===== config.mk =====
export PLATFORM = sky130hd
export DESIGN_NAME = ldst_requester
export DESIGN_NICKNAME = d
export VERILOG_FILES = /design/src/rtl/ldst_req_pkg.sv /design/src/rtl/ldst_req_cmd_reg.sv /design/src/rtl/ldst_req_fsm.sv /design/src/rtl/ldst_req_result.sv /design/src/rtl/ldst_requester.sv
export SDC_FILE = /design/constraint.sdc
export NUM_CORES = 1
export LEC_CHECK = 0
export ABC_AREA = 1
export BUFFER_PORTS_ARGS = -buffer_cell sky130_fd_sc_hd__buf_4
export CORE_AREA = 5 5 140 142
export DETAILED_ROUTE_END_ITERATION = 10
export DIE_AREA = 0 0 145 147
export PLACE_DENSITY_LB_ADDON = 0.08
export SYNTH_ARGS = -nofsm -noshare
export SYNTH_HDL_FRONTEND = slang
export SYNTH_SLANG_ARGS = --single-unit

===== constraint.sdc =====
create_clock -name clk -period 1.9 [get_ports clk]
set_clock_uncertainty 0.15 [all_clocks]
set_input_delay 0.095 -clock clk [delete_from_list [all_inputs] [get_ports clk]]
set_output_delay 0.095 -clock clk [all_outputs]
set_load 0.01 [all_outputs]

===== src/rtl/ldst_req_pkg.sv =====
package ldst_req_pkg;
  typedef enum logic [2:0] {
    ST_IDLE      = 3'd0,
    ST_WAIT_ADDR = 3'd1,
    ST_WAIT_LD   = 3'd2,
    ST_SEND_ST   = 3'd3,
    ST_WAIT_FREE = 3'd4
  } req_state_t;
endpackage


===== src/rtl/ldst_req_cmd_reg.sv =====
module ldst_req_cmd_reg #(
  parameter int DATA_W = 64,
  parameter int ADDR_W = 48
) (
  input  logic              clk,
  input  logic              rst,
  input  logic              take,
  input  logic              store_in,
  input  logic [ADDR_W-1:0] addr_in,
  input  logic [DATA_W-1:0] wdata_in,
  output logic              store_q,
  output logic [ADDR_W-1:0] addr_q,
  output logic [DATA_W-1:0] wdata_q
);
  always_ff @(posedge clk) begin
    if (rst) begin
      store_q <= 1'b0;
      addr_q  <= '0;
      wdata_q <= '0;
    end else if (take) begin
      store_q <= store_in;
      addr_q  <= addr_in;
      wdata_q <= wdata_in;
    end
  end
endmodule


===== src/rtl/ldst_req_fsm.sv =====
module ldst_req_fsm
  import ldst_req_pkg::*;
(
  input  logic       clk,
  input  logic       rst,
  input  logic       abort,
  input  logic       cmd_valid,
  input  logic       store_q,
  input  logic       busy,
  input  logic       addr_ack,
  input  logic       addr_exc,
  input  logic       ld_vld,
  output req_state_t state,
  output logic       ready,
  output logic       accept,
  output logic       ld_capture,
  output logic       fin_ok,
  output logic       fin_err
);
  req_state_t nxt;

  assign ready  = (state == ST_IDLE) && !busy && !abort;
  assign accept = ready && cmd_valid;

  always_comb begin
    nxt        = state;
    ld_capture = 1'b0;
    fin_ok     = 1'b0;
    fin_err    = 1'b0;
    unique case (state)
      ST_IDLE:      if (accept) nxt = ST_WAIT_ADDR;
      ST_WAIT_ADDR: begin
        if (addr_exc) begin
          nxt     = ST_IDLE;
          fin_err = 1'b1;
        end else if (addr_ack) begin
          nxt = store_q ? ST_SEND_ST : ST_WAIT_LD;
        end
      end
      ST_WAIT_LD: begin
        if (ld_vld) begin
          nxt        = ST_IDLE;
          ld_capture = 1'b1;
          fin_ok     = 1'b1;
        end
      end
      ST_SEND_ST:   nxt = ST_WAIT_FREE;
      ST_WAIT_FREE: begin
        if (!busy) begin
          nxt    = ST_IDLE;
          fin_ok = 1'b1;
        end
      end
      default:      nxt = ST_IDLE;
    endcase
    if (abort) begin
      nxt        = ST_IDLE;
      ld_capture = 1'b0;
      fin_ok     = 1'b0;
      fin_err    = 1'b0;
    end
  end

  always_ff @(posedge clk) begin
    if (rst) state <= ST_IDLE;
    else     state <= nxt;
  end


  issue_after_free_chk: assert property (@(posedge clk) disable iff (rst)
    (state == ST_WAIT_ADDR && $past(state) == ST_IDLE) |-> $past(!busy));


  exc_reports_err_chk: assert property (@(posedge clk) disable iff (rst)
    (state == ST_WAIT_ADDR && addr_exc && !abort) |=> (state == ST_IDLE));


  strobe_after_ack_chk: assert property (@(posedge clk) disable iff (rst)
    (state == ST_SEND_ST) |-> $past(addr_ack));


  abort_idles_chk: assert property (@(posedge clk) disable iff (rst)
    abort |=> (state == ST_IDLE));
endmodule


===== src/rtl/ldst_req_result.sv =====
module ldst_req_result #(
  parameter int DATA_W = 64
) (
  input  logic              clk,
  input  logic              rst,
  input  logic              ld_capture,
  input  logic [DATA_W-1:0] ld_data,
  input  logic              fin_ok,
  input  logic              fin_err,
  output logic              done,
  output logic              err,
  output logic [DATA_W-1:0] rdata
);
  always_ff @(posedge clk) begin
    if (rst) begin
      done  <= 1'b0;
      err   <= 1'b0;
      rdata <= '0;
    end else begin
      done <= fin_ok || fin_err;
      err  <= fin_err;
      if (ld_capture) rdata <= ld_data;
    end
  end


  err_only_with_done_chk: assert property (@(posedge clk) disable iff (rst)
    err |-> done);


  done_single_cycle_chk: assert property (@(posedge clk) disable iff (rst)
    done |=> !done);
endmodule


===== src/rtl/ldst_requester.sv =====
module ldst_requester #(
  parameter int DATA_W = 64,
  parameter int ADDR_W = 48
) (
  input  logic              clk,
  input  logic              rst,
  input  logic              abort_i,
  input  logic              cmd_valid_i,
  output logic              cmd_ready_o,
  input  logic              cmd_store_i,
  input  logic [ADDR_W-1:0] cmd_addr_i,
  input  logic [DATA_W-1:0] cmd_wdata_i,
  output logic              rsp_done_o,
  output logic              rsp_err_o,
  output logic [DATA_W-1:0] rsp_rdata_o,
  output logic              port_free_o,
  output logic              pt_ld_req_o,
  output logic              pt_st_req_o,
  output logic              pt_addr_vld_o,
  output logic [ADDR_W-1:0] pt_addr_o,
  input  logic              pt_busy_i,
  input  logic              pt_addr_ack_i,
  input  logic              pt_addr_exc_i,
  input  logic              pt_ld_vld_i,
  input  logic [DATA_W-1:0] pt_ld_data_i,
  output logic              pt_st_vld_o,
  output logic [DATA_W-1:0] pt_st_data_o
);
  import ldst_req_pkg::*;

  req_state_t        state;
  logic              accept, ld_capture, fin_ok, fin_err;
  logic              store_q;
  logic [ADDR_W-1:0] addr_q;
  logic [DATA_W-1:0] wdata_q;
  logic              active, strobe;

  ldst_req_cmd_reg #(.DATA_W(DATA_W), .ADDR_W(ADDR_W)) u_cmd (
    .clk(clk), .rst(rst), .take(accept),
    .store_in(cmd_store_i), .addr_in(cmd_addr_i), .wdata_in(cmd_wdata_i),
    .store_q(store_q), .addr_q(addr_q), .wdata_q(wdata_q)
  );

  ldst_req_fsm u_fsm (
    .clk(clk), .rst(rst), .abort(abort_i), .cmd_valid(cmd_valid_i),
    .store_q(store_q), .busy(pt_busy_i), .addr_ack(pt_addr_ack_i),
    .addr_exc(pt_addr_exc_i), .ld_vld(pt_ld_vld_i),
    .state(state), .ready(cmd_ready_o), .accept(accept),
    .ld_capture(ld_capture), .fin_ok(fin_ok), .fin_err(fin_err)
  );

  ldst_req_result #(.DATA_W(DATA_W)) u_res (
    .clk(clk), .rst(rst), .ld_capture(ld_capture), .ld_data(pt_ld_data_i),
    .fin_ok(fin_ok), .fin_err(fin_err),
    .done(rsp_done_o), .err(rsp_err_o), .rdata(rsp_rdata_o)
  );

  assign active        = (state != ST_IDLE);
  assign strobe        = (state == ST_SEND_ST);
  assign port_free_o   = !active;
  assign pt_ld_req_o   = active && !store_q;
  assign pt_st_req_o   = active && store_q;
  assign pt_addr_vld_o = active;
  assign pt_addr_o     = active ? addr_q : '0;
  assign pt_st_vld_o   = strobe;
  assign pt_st_data_o  = strobe ? wdata_q : '0;


  one_req_line_chk: assert property (@(posedge clk) disable iff (rst)
    $onehot0({pt_ld_req_o, pt_st_req_o}));


  addr_held_chk: assert property (@(posedge clk) disable iff (rst)
    (pt_addr_vld_o && $past(pt_addr_vld_o) && !$past(abort_i)) |-> $stable(pt_addr_o));


  strobe_single_chk: assert property (@(posedge clk) disable iff (rst)
    pt_st_vld_o |=> !pt_st_vld_o);


  abort_quiet_chk: assert property (@(posedge clk) disable iff (rst)
    abort_i |=> (!pt_addr_vld_o && !rsp_done_o));
endmodule


Word level (Yosys, flattened, before mapping)
Index checks and enable logic that the tools add are counted.
Widths: inputs -> output; s select.
{"block": "word_totals", "register_bits": 182, "latch_bits": 0, "ram_bits": 0, "romBits": 0, "in_bits": 185, "output_inout_bits": 184, "wordCells": 47, "mem_count": 0}
{"block": "op_classes", "add_sub_neg": 0, "n_mul": 0, "n_div": 0, "n_lt_le_gt_ge": 0, "eq_ne": 8, "shifts": 0, "muxes": 18, "bitwise_logic": 0, "reduce_logical": 14}
{"cell": "$mux 64", "n": 1}
{"cell": "$mux 48", "n": 1}
{"cell": "$mux 3", "n": 5}
{"cell": "$pmux 3 s5", "n": 1}
{"cell": "$mux 1", "n": 9}
{"cell": "$eq 3x2->1 const B", "n": 2}
{"cell": "$ne 2x2->1 const B", "n": 3}
{"cell": "$logic_and 1x1->1", "n": 5}
{"cell": "$logic_not 1->1", "n": 4}
{"cell": "$reduce_and 4->1", "n": 1}
{"cell": "$eq 3x1->1 const B", "n": 1}
{"cell": "$eq 3x3->1 const B", "n": 1}
{"cell": "$logic_not 3->1", "n": 1}
{"cell": "$ne 3x3->1 const B", "n": 1}
{"cell": "$reduce_bool 3->1", "n": 1}
{"cell": "$pmux 1 s2", "n": 1}
{"cell": "$reduce_or 2->1", "n": 1}
{"cell": "$logic_or 1x1->1", "n": 1}

Longest topological paths before layout
{"block": "depth", "depth_word": 6, "ltp_mapped": 9, "mapped_depth_nobuf": 9}

By module
Synthesis repeated with hierarchy kept, for this count alone.
{"block": "unflattened", "cells_unflattened": 1420, "hier_area_um2": 8821.0}
{"module": "ldst_req_cmd_reg", "instances": 1, "cells_per_inst": 716, "area_each_um2": 4625.7, "seq_area_each_um2": 2262.2}
{"module": "ldst_req_result", "instances": 1, "cells_per_inst": 411, "area_each_um2": 2745.1, "seq_area_each_um2": 1321.3}
{"module": "ldst_requester", "instances": 1, "cells_per_inst": 251, "area_each_um2": 1202.4, "seq_area_each_um2": 0.0}
{"module": "ldst_req_fsm", "instances": 1, "cells_per_inst": 42, "area_each_um2": 247.7, "seq_area_each_um2": 60.1}

Least setup slack after synthesis
OpenSTA, ideal clock, no wires.
{"block": "synth_timing", "path_kind": "flip-flop to output port", "startpoint": "register u_fsm.state[2]", "endpoint": "output pt_st_data_o[13]", "t_arrival_ns": 1.337, "setup_slack_ns": 0.318, "path_stages_with_launch": 8, "path_buffers": 2, "cell_sequence": "dfxtp_1 > inv_1 > nand2_1 > nor2_1 > inv_1 > buf_2 > buf_1 > nor2_1"}
{"block": "synth_via", "elab_chain_len": 2}
{"element": "start: declaration", "line_no": "ldst_req_fsm.sv:13", "text": "output req_state_t state,"}
{"element": "start signal: assignment", "line_no": "ldst_req_fsm.sv:66", "text": "else state <= nxt;"}
{"element": "$eq 3x2->1", "line_no": "ldst_requester.sv:59", "text": "assign strobe = (state == ST_SEND_ST);"}
{"element": "named net pt_st_vld_o", "line_no": "ldst_requester.sv:26", "text": "output logic pt_st_vld_o,"}
{"element": "$mux 64", "line_no": "ldst_requester.sv:66", "text": "assign pt_st_data_o = strobe ? wdata_q : '0;"}
{"element": "end: declaration", "line_no": "ldst_requester.sv:27", "text": "output logic [DATA_W-1:0] pt_st_data_o"}
The timed path passes the listed nets, and every way through them passes these cells.

Worst setup path after layout
{"block": "layout_timing", "startpoint": "register u_fsm.state[2]", "endpoint": "output pt_st_data_o[7]"}
{"block": "layout_via", "elab_chain_len": 2}
{"element": "$eq 3x2->1", "line_no": "ldst_requester.sv:59"}
{"element": "$mux 64", "line_no": "ldst_requester.sv:66"}
No other way between the ends.

==> results.py <==
metrics = {
    "status": {
        "outcome": "complete, but fails checks",
        "violations": "setup timing",
    },
    "setup_path": {
        "rrSetupSlack_ns": 0.10,
        "worstReg2RegEnd": "u_cmd.addr_q[47]$_SDFFE_PP0P_",
        "r2r.worst_path.cells": 8,
        "arrival_ns": 1.66,
        "cp-start-kind": "register",
        "r2r_start": "u_fsm.state[2]$_SDFFE_PP0P_",
        "crit_path_max_fanout": 7,
        "worstSetupPathType": "register to primary output",
        "critPathLaunch": "u_fsm.state[2]$_SDFFE_PP0P_",
        "cp.required_ns": 1.65,
        "endpoint_kind": "primary output",
    },
    "sta": {
        "setup_viol": 1,
        "max-slew-margin-rel_pct": 68.97,
        "period_needed_ns": 1.900,
        "final_max_slew_viol_count": 0,
        "worstMarginPinSlew_ns": 0.4655,
        "rsz0062_at_grt": "yes",
        "hold_violations": 0,
        "worst_slack_ns": -0.0002274,
        "timing.fmax_mhz": 526.3,
        "period_share_pct": 100.0,
    },
    "layout": {
        "fin_nets": 1664,
        "layout_commonest_cell": "buf_4",
        "finalInstanceArea_um2": 13320,
        "fillerInstances": 1372,
        "syn_to_final_growth_pct": 82.49,
        "layout_common_cells": "360 x buf_4, 184 x dlygate4sd3_1, 181 x a21oi_1, 179 x dfxtp_1, 117 x inv_1",
        "drive_above_1_share_pct": 35.86,
    },
    "pwr": {
        "p_total_mw": 9.147,
        "switching_share_pct": 23.81,
        "p_int_mw": 6.968,
        "pwr_density_cell_nw_per_um2": 686.9,
        "combPwrFrac_pct": 14.1,
        "p_leak_nw": 5.497,
        "vdd_drop_max_v": 0.0006300,
        "power_frac_clock_pct": 42.1,
        "switchingPower_mw": 2.178,
        "pwr-share-seq_pct": 43.8,
    },
    "grt": {
        "track_usage_pct": 23.92,
        "grt_max_degree": 65,
        "antenna_found_initial": 3,
        "grt_pass1_wl_um": 42080,
        "grt_pass1_vias": 8085,
        "overflow": 0,
    },
    "die": {
        "rows": 50,
        "die-area_um2": 21320,
        "start_util_pct": 39.81,
        "die_w_um": 145,
        "fp.dieH_um": 147,
        "io_pins": 369,
        "core_area_um2": 18330,
    },
    "clocking": {
        "cts-buffers-inserted": 17,
        "cts-root-buf": "clkbuf_16",
        "cts_max_level": 4,
        "cts_sinks": 182,
        "cts_tree": "done",
        "clk_pin_slew_ns": 0.07,
        "cts_max_path_buffers": 2,
        "insertion_delay_ns": 0.42,
    },
    "drt": {
        "drt_iter0_markers": 335,
        "vias": 8338,
        "drtAntennaViolNets": 0,
        "remaining_drc_errors": 0,
        "wl_per_cell_um": 16.21,
        "viasPerCell": 4.825,
        "drtPass1Iterations": 4,
        "routed_wirelength_um": 28010,
    },
    "yosys": {
        "synth_area_um2": 7297,
        "synth_top_area_share_pct": 49.93,
        "yosysSeqAreaShare_pct": 49.93,
        "synthTopCellsByArea": "dfxtp_1 50%, a21oi_1 12%, nor2_1 6.4%",
        "syn_area_per_cell_um2": 7.689,
        "netlist_instances": 949,
        "syn_nets": 1134,
        "ys_types": 22,
        "ys_seq_elements": 182,
        "yosys.area.top_type": "dfxtp_1",
        "yosysWarnings": 0,
    },
    "place": {
        "place_hpwl_um": 16910,
        "place_ws_ns": 0.1962,
        "dpl_cell_area_um2": 10230,
        "place.gp.congestion": 0.8235,
        "portBuffers": 368,
    },
    "worst_hold_path": {
        "min_to": "u_fsm.state[1]$_SDFFE_PP0P_",
        "min_path_cells": 6,
        "hold_start": "cmd_valid_i",
        "hold_path_class": "primary input to register",
    },
    "job": {
        "max-cap-violations": 0,
    },
}
==> metrics by stage <==
stage | util [%] | hold WS [ns] | instances | setup TNS [ns]
detailed placement | 55.82 | 0.2146 | 1495 | 0
floorplan | - | 0.08295 | 949 | 0
finish | 72.65 | 0.01494 | 1728 | -0.0002274
CTS | 69.71 | 0.02686 | 1715 | 0
global placement | 55.82 | 0.2058 | 1495 | 0
global route | 72.65 | 0.04733 | 1728 | -1.313
==> logic make-up (layout without fill, tap and decap cells) <==
group / after synthesis / count (layout) / synth area share (%)
flip-flops: 182 / 182 / 49.93
AO/OA/AOI/OAI: 297 / 297 / 20.37
buffers and inverters: 198 / 741 / 11.90
AND/OR/NAND/NOR: 272 / 272 / 17.80
other: 0 / 2 / 0
==> worst max-delay path, cell delays in order (launching register included) <==
cell     delay (ns)
dfxtp_2        0.33
inv_2          0.08
nand2_4        0.07
nor2_4         0.19
buf_6          0.14
inv_6          0.05
buf_8          0.14
nor2_2         0.10
buf_4          0.13
==> flip-flops by register name, summed over array words and instances, names as in the netlist <==
| signal | count |
|---|---|
| u_cmd.store_q | 1 |
| u_res.done | 1 |
| u_cmd.addr_q | 48 |
| u_res.rdata | 64 |
| u_cmd.wdata_q | 64 |
| u_res.err | 1 |
| u_fsm.state | 3 |
==> area by class of cell <==
| class | count | area [µm²] | area share (%) |
|---|---|---|---|
| tap | 234 | 292.8 | 2.199 |
| timing repair buffer | 585 | 5192 | 38.99 |
| clock buffer | 20 | 456.7 | 3.429 |
| multi-input combinational | 569 | 3050 | 22.91 |
| clock inverter | 12 | 186.4 | 1.400 |
| inverter | 123 | 471.7 | 3.542 |
| sequential | 182 | 3652 | 27.43 |
| antenna | 2 | 5.005 | 0.03758 |
| timing repair inverter | 1 | 8.758 | 0.06577 |
==> synth_stat cells <==
library cell,number
inv_4,1
nand2_4,1
nor3_1,1
nor2_2,1
nand3_2,30
nand3_1,38
nand2_2,1
nand3_4,1
buf_6,10
a21oi_1,181
inv_1,121
inv_2,1
dfxtp_1,182
buf_2,17
o21ai_1,30
buf_1,4
clkbuf_1,37
o21ai_0,86
buf_4,7
nand2_1,73
nor2_1,124
nor2_4,2
==> per-layer routing <==
| metal | part of all wire [%] | vias to the layer above | track usage, % |
|---|---|---|---|
| li1 | - | 4112 | - |
| met1 | 41 | 3840 | 28.71 |
| met2 | 49 | 323 | 39.55 |
| met3 | 7.6 | 61 | 8.267 |
| met4 | 3.2 | 2 | 9.181 |
| met5 | 0.025 | - | 0 |
==> power by group through the flow <==
stage | registers, mW | logic, mW | clock network (mW)
floorplan | 4.09 | 0.433 | 0
global placement | 4.09 | 0.886 | 0
detailed placement | 4.09 | 0.894 | 0
CTS | 4.01 | 1.22 | 3.93
global route | 4.02 | 1.41 | 4.12
finish | 4.01 | 1.29 | 3.85
==> timing repair <==
item | CTS | global route
gates cloned | 0 | 8
gates resized for setup | 11 | 112
pin swaps | 0 | 3
endpoints found under the setup margin | 113 | 96
setup buffers | 3 | 3
endpoints found under the hold margin | 182 | 0
hold buffers | 185 | 0
==> worst max path at each step <==
stage                                     end  depth (start not counted)
5_1_grt                       pt_st_data_o[7]                          8
6_report                      pt_st_data_o[7]                          8
2_1_floorplan                pt_st_data_o[13]                          7
4_1_cts                      pt_st_data_o[24]                          7
3_5_place_dp   u_cmd.wdata_q[17]$_SDFFE_PP0P_                          7
3_3_place_gp   u_cmd.wdata_q[27]$_SDFFE_PP0P_                          7
Power figures use the tool's default switching activity.
